$ cat src/rtl/cq_pkg.sv
`timescale 1ns/1ps
package cq_pkg;

    typedef enum logic [0:0] {
        CQ_IDLE = 1'b0,
        CQ_WAIT = 1'b1
    } cq_state_e;

    localparam logic [6:0] CQ_ERR_NONE    = 7'd0;
    localparam logic [6:0] CQ_ERR_ILLEGAL = 7'd1;
    localparam logic [6:0] CQ_ERR_ABORT   = 7'd2;

    localparam logic [7:0] CQ_OP_SYNC     = 8'h46;
    localparam int         CQ_ENTRY_LOG2  = 4;
    localparam int         CQ_ERR_LSB     = 24;

    function automatic logic cq_op_known(input logic [7:0] op);
        logic known;
        case (op)
            8'h01, 8'h02, 8'h03, 8'h04, 8'h05, 8'h06, 8'h07,
            8'h10, 8'h11, 8'h12, 8'h13, 8'h18, 8'h1A,
            8'h20, 8'h21, 8'h22, 8'h23, 8'h28, 8'h2A, 8'h30,
            8'h40, 8'h41, 8'h44, 8'h45, 8'h46: known = 1'b1;
            default:                           known = 1'b0;
        endcase
        return known;
    endfunction

endpackage

$ cat src/rtl/cq_opcode_decode.sv
`timescale 1ns/1ps
module cq_opcode_decode (
    input  logic [13:0] word0_lo,
    output logic        op_known,
    output logic        op_sync,
    output logic        sync_signal
);
    import cq_pkg::*;

    logic [7:0] opcode;
    logic [1:0] cs_field;

    always_comb begin
        opcode      = word0_lo[7:0];
        cs_field    = word0_lo[13:12];
        op_known    = cq_op_known(opcode);
        op_sync     = (opcode == CQ_OP_SYNC);
        sync_signal = op_sync && cs_field[0];
    end
endmodule

$ cat src/rtl/cq_ring_ptr.sv
`timescale 1ns/1ps
module cq_ring_ptr #(
    parameter int LOG2_DEPTH = 3,
    parameter int ADDR_W     = 32
) (
    input  logic [LOG2_DEPTH:0]   cons_ptr,
    input  logic [LOG2_DEPTH:0]   prod_ptr,
    input  logic [ADDR_W-1:0]     base_addr,
    output logic [LOG2_DEPTH:0]   cons_ptr_next,
    output logic                  ring_empty,
    output logic [ADDR_W-1:0]     entry_addr
);
    import cq_pkg::*;

    localparam int PTR_W = LOG2_DEPTH + 1;

    logic [LOG2_DEPTH-1:0] slot;
    logic [ADDR_W-1:0]     slot_offset;

    always_comb begin
        // Incrementing the full pointer carries into the wrap bit.
        cons_ptr_next = cons_ptr + PTR_W'(1);
        ring_empty    = (cons_ptr == prod_ptr);
        slot          = cons_ptr[LOG2_DEPTH-1:0];
        slot_offset   = ADDR_W'(slot) << CQ_ENTRY_LOG2;
        entry_addr    = base_addr + slot_offset;
    end
endmodule

$ cat src/rtl/cq_consumer.sv
`timescale 1ns/1ps
module cq_consumer #(
    parameter int LOG2_DEPTH = 3,
    parameter int ADDR_W     = 32,
    parameter int CMD_W      = 128
) (
    input  logic                  clk,
    input  logic                  rst_n,
    input  logic                  q_enable,
    input  logic [LOG2_DEPTH:0]   prod_ptr,
    input  logic                  gerr_ack,
    input  logic [ADDR_W-1:0]     base_addr,
    output logic                  rd_req,
    output logic [ADDR_W-1:0]     rd_addr,
    input  logic                  rd_rsp_valid,
    input  logic                  rd_rsp_err,
    input  logic [CMD_W-1:0]      rd_rsp_data,
    output logic [31:0]           cons_reg,
    output logic                  gerr_cmd,
    output logic                  sync_irq,
    output logic                  gerr_irq
);
    import cq_pkg::*;

    localparam int PTR_W = LOG2_DEPTH + 1;

    typedef struct packed {
        cq_state_e          state;
        logic [PTR_W-1:0]   cons;
        logic [6:0]         err;
        logic               gerr;
        logic               req;
        logic [ADDR_W-1:0]  addr;
        logic               sync_irq;
        logic               gerr_irq;
    } cq_regs_t;

    cq_regs_t regs_d, regs_q;

    logic [PTR_W-1:0]  cons_next;
    logic              ring_empty;
    logic [ADDR_W-1:0] entry_addr;
    logic              op_known, op_sync, sync_signal;
    logic              err_pending;
    logic              rsp_data_unused;

    assign rsp_data_unused = ^rd_rsp_data[CMD_W-1:14];

    cq_ring_ptr #(
        .LOG2_DEPTH (LOG2_DEPTH),
        .ADDR_W     (ADDR_W)
    ) u_ptr (
        .cons_ptr      (regs_q.cons),
        .prod_ptr      (prod_ptr),
        .base_addr     (base_addr),
        .cons_ptr_next (cons_next),
        .ring_empty    (ring_empty),
        .entry_addr    (entry_addr)
    );

    cq_opcode_decode u_dec (
        .word0_lo    (rd_rsp_data[13:0]),
        .op_known    (op_known),
        .op_sync     (op_sync),
        .sync_signal (sync_signal)
    );

    assign err_pending = regs_q.gerr ^ gerr_ack;

    always_comb begin
        regs_d          = regs_q;
        regs_d.req      = 1'b0;
        regs_d.sync_irq = 1'b0;
        regs_d.gerr_irq = 1'b0;
        case (regs_q.state)
            CQ_IDLE: begin
                if (q_enable && !ring_empty && !err_pending) begin
                    regs_d.req   = 1'b1;
                    regs_d.addr  = entry_addr;
                    regs_d.state = CQ_WAIT;
                end
            end
            CQ_WAIT: begin
                if (rd_rsp_valid) begin
                    regs_d.state = CQ_IDLE;
                    if (rd_rsp_err || !op_known) begin
                        regs_d.err      = rd_rsp_err ? CQ_ERR_ABORT : CQ_ERR_ILLEGAL;
                        regs_d.gerr     = ~regs_q.gerr;
                        regs_d.gerr_irq = 1'b1;
                    end else begin
                        regs_d.cons     = cons_next;
                        regs_d.sync_irq = op_sync && sync_signal;
                    end
                end
            end
            default: regs_d.state = CQ_IDLE;
        endcase
    end

    always_ff @(posedge clk) begin
        if (!rst_n) begin
            regs_q <= '{state: CQ_IDLE, err: CQ_ERR_NONE, default: '0};
        end else begin
            regs_q <= regs_d;
        end
    end

    always_comb begin
        cons_reg                          = '0;
        cons_reg[PTR_W-1:0]               = regs_q.cons;
        cons_reg[CQ_ERR_LSB+6:CQ_ERR_LSB] = regs_q.err;
    end

    assign rd_req   = regs_q.req;
    assign rd_addr  = regs_q.addr;
    assign gerr_cmd = regs_q.gerr;
    assign sync_irq = regs_q.sync_irq;
    assign gerr_irq = regs_q.gerr_irq;

endmodule

$ cat config.mk
export PLATFORM = sky130hd
export DESIGN_NAME = cq_consumer
export DESIGN_NICKNAME = d
export VERILOG_FILES = /design/src/rtl/cq_pkg.sv /design/src/rtl/cq_opcode_decode.sv /design/src/rtl/cq_ring_ptr.sv /design/src/rtl/cq_consumer.sv
export SDC_FILE = /design/constraint.sdc
export NUM_CORES = 1
export LEC_CHECK = 0
export ABC_AREA = 0
export BUFFER_PORTS_ARGS = -buffer_cell sky130_fd_sc_hd__buf_2
export CAP_MARGIN = 20
export CORE_AREA = 2 2 92 94
export DETAILED_ROUTE_END_ITERATION = 8
export DIE_AREA = 0 0 94 96
export PLACE_DENSITY = 0.78
export SLEW_MARGIN = 20
export SYNTH_ARGS = -nofsm -noshare
export SYNTH_HDL_FRONTEND = slang
export SYNTH_SLANG_ARGS = --single-unit
$ cat constraint.sdc
create_clock -name clk -period 3.58 [get_ports clk]
set_clock_uncertainty 0.05 [all_clocks]
set_input_delay 0.358 -clock clk [delete_from_list [all_inputs] [get_ports clk]]
set_output_delay 0.358 -clock clk [all_outputs]
set_load 0.03 [all_outputs]
==> qor.txt, run 1 <==
Initial DRC Count: 53
fin util: 38.93%
final wirelength: 6550 µm
cell total after placement: 480
leading area contributor after synthesis: dfxtp_1
worst r2r path cells: 8
cts repair resizes: 0
share of cells above drive strength 1: 30.29%
DR WL/cell: 13.39 µm
max FFs per register: 32
kind of critical path: flop to flop
Routed Antenna Nets: 0
DIE HEIGHT: 96 µm
Final setup viols: 0
fin. max-slew vios: 0
PnR worst setup slack: 1.159 ns
Worst setup EP type: flop
most common cell after layout, fill and taps aside: buf_2
Synth area leaders: dfxtp_1 (30%), buf_4 (17%), xor2_1 (5.4%), mux2i_1 (4.2%), a211oi_1 (3.4%)
TritonCTS clock tree: done
PwrDens: 370.7 nW/µm²
Num CTS Buffers: 5
Post-synth EDFFs: 0
Hold Crit Endpoint: rd_addr[0]
Tot GR Track Use: 14.13%
top-area cell type share of the netlist area: 29.76%
Fmax: 413.0 MHz
HP Class: input port to flop
max cap viols: 0
GP Congestion: 0.8109
first-pass iteration count of the detailed router: 4
yosys warns: 0
clock slew at reported path FFs: 0.09 ns
Synth Register Bits: 43
largest net degree at the start of global routing: 60
pre-CTS setup slack: 1.136 ns
row count: 33
Startpoint Class: flop
routed vias/inst: 4.793
I/O Buffers: 92
first-pass GRT wire length: 10,050 µm
Synth cell types: 56
initial antenna violation count: 1
CP max FO: 7
Design Area, Final: 3134 µm²
H-tree depth: 2
worst reg2reg endpoint: rd_addr[28]
setup bufs post-CTS: 0
DR vias: 2,344
Worst VDD drop: 141.9 µV
Initial Utilization: 35.93%
Synth Flop Type: dfxtp_1
Worst EP arrival: 2.59 ns
sequential cell area fraction in the yosys report: 29.76%
grt total ovfl: 0
Finished Layout Cells: 489
vias in the first global route: 2,144
Final Cycle Share: 67.63%
CP Data Required Time: 3.75 ns
Min Clock Period, post-route: 2.421 ns
RSZ-0062 raised after global routing: false
Die W: 94 µm
Placed Area: 3032 µm²
Syn Area/Cell: 8.661 µm²
Hold Crit Depth: 3
CTS Hold Buffers Added: 0
synthesized cell area: 2893 µm²
worst reg-to-reg setup slack: 1.16 ns
Die Footprint: 9024 µm²
launch point of the critical path: cons_reg[0]
hpwl dp: 5051 µm
r2r startpoint: cons_reg[0]
Pleak: 0.001397 µW
residual DRC count: 0
worst slew pin tran: 0.7638 ns
clock latency on the worst-skew pair: 0.29 ns
Area Overhead vs Synth: 8.348%
root buffer cell: clkbuf_8
status: complete, no violations
Core Footprint: 8051 µm²
hold path start: base_addr[0]
filler instances: 826
Mapped Cells: 334
setup TNS: 0 ns
Async S/R FF share, synth: 0%
Total Nets Final: 557
Slew headroom: 49.02%
Final Hold Vio Count: 0
commonest cells after routing, fill and taps aside: buf_2 (92), dfxtp_1 (43), conb_1 (26), nor2_1 (23), xor2_1 (18)
# IOs: 238
Max clock buf depth: 2
clk sinks: 43
-- worst max path at each step --
stage	to	cells past startpoint
2_1_floorplan	rd_addr[28]	8
3_3_place_gp	rd_addr[28]	8
3_5_place_dp	rd_addr[28]	8
4_1_cts	rd_addr[28]	8
5_1_grt	rd_addr[28]	8
6_report	rd_addr[28]	8
-- logic make-up (layout without fill, tap and decap cells) --
logic type / Yosys count / count (layout) / share of synthesized area, %
other: 1 / 27 / 0.1296
AO/OA/AOI/OAI: 64 / 64 / 15.66
buffers and inverters: 86 / 110 / 20.33
multiplexers: 12 / 12 / 4.152
flip-flops: 43 / 43 / 29.76
adder cells (fa/ha/maj): 5 / 5 / 2.422
XOR/XNOR: 28 / 28 / 8.477
AND/OR/NAND/NOR: 95 / 95 / 19.07
-- power by group --
group | internal (µW) | switching, µW
registers | 511 | 16.7
clock network | 176 | 171
logic | 87.9 | 199
-- Yosys cell counts, types with 2 or more instances --
master	n
xnor2_1	10
and2_1	4
nand3_1	11
buf_4	67
mux2i_1	12
o21ai_0	15
nor4_2	2
nor3_1	6
nand2_1	17
or3_1	3
nand2b_1	4
a21oi_1	14
a21o_1	2
ha_1	4
clkbuf_1	4
xor2_1	18
buf_2	5
nor2_1	23
a31oi_2	2
a21oi_2	2
and4_1	3
dfxtp_1	43
o21ai_1	2
a211oi_1	13
and3_1	4
inv_1	9
nand4_1	6
-- layout make-up --
class / count / area (µm²) / area share, %
repair buffers: 93 / 467.9 / 14.93
clock buffers: 8 / 100.1 / 3.194
multi-input cells: 230 / 1538 / 49.06
flip-flops and latches: 43 / 860.8 / 27.47
diodes: 1 / 2.502 / 0.07984
inverters: 9 / 33.78 / 1.078
well taps: 105 / 131.4 / 4.192
-- per-stage QoR --
step                      power [µW]  hold WS [ns]
after CTS                       1176        0.2396
after global placement         821.0        0.4162
after global routing            1227        0.2663
after detailed placement       826.9        0.4323
after floorplan                798.1        0.3926
final                           1162        0.2460
-- worst max-delay path: stages, from the launching register on --
cell       delay, ns
dfxtp_1         0.46
ha_1            0.22
inv_1           0.06
fa_1            0.39
and2b_1         0.30
o2111ai_4       0.19
nor4_2          0.35
xnor2_1         0.11
a211oi_2        0.21
-- metal layers --
| layer | GRT usage [%] | up-vias | wire [µm] |
|---|---|---|---|
| met5 | 0 | - | 0 |
| met4 | 4.227 | 0 | 105 |
| met3 | 4.855 | 9 | 555 |
| met2 | 25.30 | 91 | 3203 |
| met1 | 15.86 | 1073 | 2685 |
| li1 | - | 1171 | - |
No activity file was read; power rests on OpenSTA's default activity.
==> run 2, diff against run 1 <==
--- a/config.mk
+++ b/config.mk
@@ -8,10 +8,9 @@
 export ABC_AREA = 0
 export BUFFER_PORTS_ARGS = -buffer_cell sky130_fd_sc_hd__buf_2
 export CAP_MARGIN = 20
-export CORE_AREA = 2 2 92 94
+export CORE_UTILIZATION = 36
 export DETAILED_ROUTE_END_ITERATION = 8
-export DIE_AREA = 0 0 94 96
-export PLACE_DENSITY = 0.78
+export PLACE_DENSITY = 0.8
 export SLEW_MARGIN = 20
 export SYNTH_ARGS = -nofsm -noshare
 export SYNTH_HDL_FRONTEND = slang
==> constraint.sdc (replaced) <==
create_clock -name clk -period 2.1 [get_ports clk]
set_clock_uncertainty 0.05 [all_clocks]
set_input_delay 0.21 -clock clk [delete_from_list [all_inputs] [get_ports clk]]
set_output_delay 0.21 -clock clk [all_outputs]
set_load 0.03 [all_outputs]
==> qor.txt, run 2 (synthesized netlist as in run 1, its figures left out) <==
worst slew pin tran: 0.7767 ns
largest net degree at the start of global routing: 60
max cap viols: 0
row count: 32
DIE HEIGHT: 91.64 µm
Total Power: 1941 µW
met1 usage: 16.94%
# IOs: 238
Total Nets Final: 566
DR vias: 2,403
initial antenna violation count: 0
status: complete, no violations
kind of critical path: flop to flop
RSZ-0062 raised after global routing: false
PnR worst setup slack: 0.07242 ns
Initial DRC Count: 51
met3 Usage GRT: 3.897%
Min Clock Period, post-route: 2.028 ns
residual DRC count: 0
hpwl dp: 4856 µm
Initial Utilization: 37.24%
HP Class: input port to flop
commonest cells after routing, fill and taps aside: buf_2 (92), dfxtp_1 (42), conb_1 (26), nor2_1 (23), xor2_1 (18)
Tot GR Track Use: 14.93%
CTS Hold Buffers Added: 0
Core Footprint: 7767 µm²
Final Cycle Share: 96.55%
pre-CTS setup slack: -0.1452 ns
Worst VDD drop: 271.2 µV
share of cells above drive strength 1: 34.27%
first-pass GRT wire length: 10,090 µm
root buffer cell: clkbuf_8
H-tree depth: 2
clk sinks: 43
Worst EP arrival: 2.16 ns
vias in the first global route: 2,225
most common cell after layout, fill and taps aside: buf_2
Fmax: 493.2 MHz
Max clock buf depth: 2
Final Hold Vio Count: 0
I/O Buffers: 92
CP Data Required Time: 2.23 ns
grt total ovfl: 0
filler instances: 819
diode count: 0
Worst setup EP type: flop
met2 Usage GRT: 27.63%
max FFs per register: 32
global routing's busiest layer: met2
DR WL/cell: 12.98 µm
Num CTS Buffers: 5
Die W: 91.64 µm
cell total after placement: 485
clock latency on the worst-skew pair: 0.29 ns
Slew headroom: 48.16%
clock slew at reported path FFs: 0.09 ns
CP max FO: 3
Die Footprint: 8398 µm²
Area Overhead vs Synth: 12.41%
Startpoint Class: flop
Routed Antenna Nets: 0
Final setup viols: 0
fin. max-slew vios: 0
routed vias/inst: 4.874
fin util: 41.87%
Finished Layout Cells: 493
GP Congestion: 0.7573
PwrDens: 596.9 nW/µm²
Pleak: 0.001452 µW
first-pass iteration count of the detailed router: 4
TritonCTS clock tree: done
final wirelength: 6401 µm
-- run 2: cell count changes in the layout (fill, tap and decap cells not counted), sizes merged --
cell and change:
buf +9, clkbuf -2, clkinv +1, diode -1
-- run 2: what timing repair did --
| item | in CTS | in global routing |
|---|---|---|
| setup buffers | 0 | 1 |
| gates cloned | 0 | 0 |
| resized for setup | 7 | 6 |
| endpoints found under the setup margin | 10 | 10 |
| pin swaps | 1 | 0 |
-- run 2: stage by stage --
step                hold slack (ns)  instance area, µm²  TNS (ns)
global route                 0.1101                3252         0
global placement             0.3966                3102   -0.4678
finish                       0.1020                3252         0
CTS                          0.1029                3213         0
detailed placement           0.4113                3102   -0.8238
floorplan                    0.2783                2988         0
-- run 2: area by class of cell --
cell class | instances | area (µm²) | share of cell area (%)
timing repair buffer | 102 | 551.8 | 16.97
sequential | 43 | 862.1 | 26.51
tap | 102 | 127.6 | 3.925
multi-input combinational | 230 | 1589 | 48.86
clock buffer | 6 | 82.58 | 2.539
clock inverter | 1 | 5.005 | 0.1539
inverter | 9 | 33.78 | 1.039
-- run 2: power breakdown --
part           internal, µW  total (µW)  switching (µW)
Sequential              871         899            28.2
Clock                   259         544             285
Combinational           156         498             343
-- run 2: path summary, 6_finish.rpt --
path | slack, ns | cells after the start | end | from
worst max register to register | 0.07 | 9 | rd_addr[22] | cons_reg[0]
worst min register to register | 0.42 | 2 | cons_reg[25] | cons_reg[25]
worst max-delay path | 0.07 | 9 | rd_addr[22] | cons_reg[0]
worst min-delay path | 0.10 | 3 | rd_addr[0] | base_addr[0]
-- run 2: metal layers --
metal	part of all wire (%)	wire length [µm]
met1	41	2655
met2	52	3330
met3	6.0	383
met4	0.48	31
met5	0	0
-- run 2: worst max-delay path: stages, from the launching register on --
cell and delay, ns:
dfxtp_2 0.35, ha_4 0.13, inv_1 0.05, fa_2 0.34, and2b_2 0.28, o2111ai_4 0.15, buf_6 0.17, nor3_4 0.16
xnor2_1 0.14, a21oi_1 0.09
==> run 3, diff against run 2 <==
--- a/config.mk
+++ b/config.mk
@@ -8,9 +8,10 @@
 export ABC_AREA = 0
 export BUFFER_PORTS_ARGS = -buffer_cell sky130_fd_sc_hd__buf_2
 export CAP_MARGIN = 20
-export CORE_UTILIZATION = 36
+export CORE_AREA = 2 2 92 94
 export DETAILED_ROUTE_END_ITERATION = 8
-export PLACE_DENSITY = 0.8
+export DIE_AREA = 0 0 94 96
+export PLACE_DENSITY = 0.78
 export SLEW_MARGIN = 20
 export SYNTH_ARGS = -nofsm -noshare
 export SYNTH_HDL_FRONTEND = slang
==> constraint.sdc (replaced) <==
create_clock -name clk -period 1.9 [get_ports clk]
set_clock_uncertainty 0.05 [all_clocks]
set_input_delay 0.19 -clock clk [delete_from_list [all_inputs] [get_ports clk]]
set_output_delay 0.19 -clock clk [all_outputs]
set_load 0.03 [all_outputs]
==> qor.txt, run 3 (synthesized netlist as in run 1, its figures left out) <==
area of the multi-input gates: 1628 µm²
Worst setup EP type: flop
Final Cycle Share: 106.6%
initial antenna violation count: 2
hold path start: rd_rsp_data[12]
Worst VDD drop: 245.3 µV
Startpoint Class: flop
HP Class: input port to flop
H-tree depth: 2
final wirelength: 6984 µm
root buffer cell: clkbuf_8
first-pass GRT wire length: 10,540 µm
Fmax: 493.6 MHz
Routed Antenna Nets: 0
launch point of the critical path: cons_reg[0]
RSZ-0062 raised after global routing: true
Min Clock Period, post-route: 2.026 ns
max cap viols: 0
Num CTS Buffers: 5
Max clock buf depth: 2
clk sinks: 43
I/O Buffers: 92
CP max FO: 5
Register Area: 865.8 µm²
kind of critical path: flop to flop
Total Power: 2314 µW
# IOs: 238
Final setup viols: 9
Initial DRC Count: 35
Initial Utilization: 35.93%
pre-CTS setup slack: -0.1301 ns
Worst EP arrival: 2.19 ns
Final Hold Vio Count: 0
fin. max-slew vios: 0
Area Overhead vs Synth: 21.50%
hpwl dp: 5193 µm
status: finished with violations
GP Congestion: 0.7961
largest net degree at the start of global routing: 27
TritonCTS clock tree: done
PwrDens: 658.3 nW/µm²
routed vias/inst: 4.724
clock latency on the worst-skew pair: 0.29 ns
filler instances: 804
DIE HEIGHT: 96 µm
most common cell after layout, fill and taps aside: buf_2
PnR worst setup slack: -0.1257 ns
first-pass iteration count of the detailed router: 4
failing checks: setup timing
Core Footprint: 8051 µm²
Placed Area: 3184 µm²
CP Data Required Time: 2.06 ns
DR vias: 2,428
Die Footprint: 9024 µm²
Tot GR Track Use: 15.00%
CTS Hold Buffers Added: 0
row count: 33
DR WL/cell: 13.59 µm
Pleak: 0.001549 µW
Die W: 94 µm
commonest cells after routing, fill and taps aside: buf_2 (92), dfxtp_1 (41), conb_1 (26), nor2_1 (23)
fin util: 43.65%
grt total ovfl: 0
max FFs per register: 32
Design Area, Final: 3515 µm²
clock slew at reported path FFs: 0.08 ns
setup TNS: -0.4435 ns
r2r startpoint: cons_reg[0]
share of cells above drive strength 1: 39.07%
Total Nets Final: 581
residual DRC count: 0
vias in the first global route: 2,294
## run 3: cell type report
type,instances,area share [%]
inverters,9,0.9612
clock buffers,7,2.172
clock inverters,1,0.8544
well taps,105,3.738
diodes,2,0.1424
flip-flops and latches,43,24.64
multi-input cells,230,46.32
repair buffers,117,21.18
## run 3: power breakdown
part,leakage (µW),total [µW],internal (µW),switching (µW)
Clock,0.0000525,694,394,301
Sequential,0.000353,994,961,33.0
Combinational,0.00114,625,224,402
Total,0.00155,2310,1580,736
## run 3: metal layers
layer	track usage, %	vias up	share of wire, %
met2	26.55	77	49
met1	17.01	1118	42
met4	4.952	0	1.6
met3	5.012	10	7.2
met5	0	-	0
li1	-	1223	-
## run 3: what timing repair did
action / in CTS / in global routing
buffers inserted: 4 / 4
pin swaps: 1 / 7
gates cloned: 3 / 0
gates resized for setup: 11 / 15
setup endpoints to repair: 30 / 34
## run 3: worst paths after layout
| check | endpoint | slack (ns) | cells past startpoint |
|---|---|---|---|
| setup / recovery | rd_addr[28] | -0.13 | 8 |
| hold / removal | sync_irq | 0.08 | 3 |
| setup reg to reg | rd_addr[28] | -0.13 | 8 |
| hold reg to reg | cons_reg[25] | 0.44 | 2 |
## run 3: per-stage QoR
stage | cells | hold WS [ns]
floorplan | 359 | 0.2583
finish | 514 | 0.08067
CTS | 511 | 0.06697
detailed placement | 496 | 0.3800
global placement | 496 | 0.3756
global route | 512 | 0.06772
## run 3: critical path, cell delays in order (launching register included)
cell	delay (ns)
dfxtp_4	0.36
ha_4	0.14
inv_2	0.04
fa_2	0.33
and2b_2	0.28
o2111ai_4	0.19
nor4_2	0.23
xnor2_1	0.12
a211oi_2	0.21
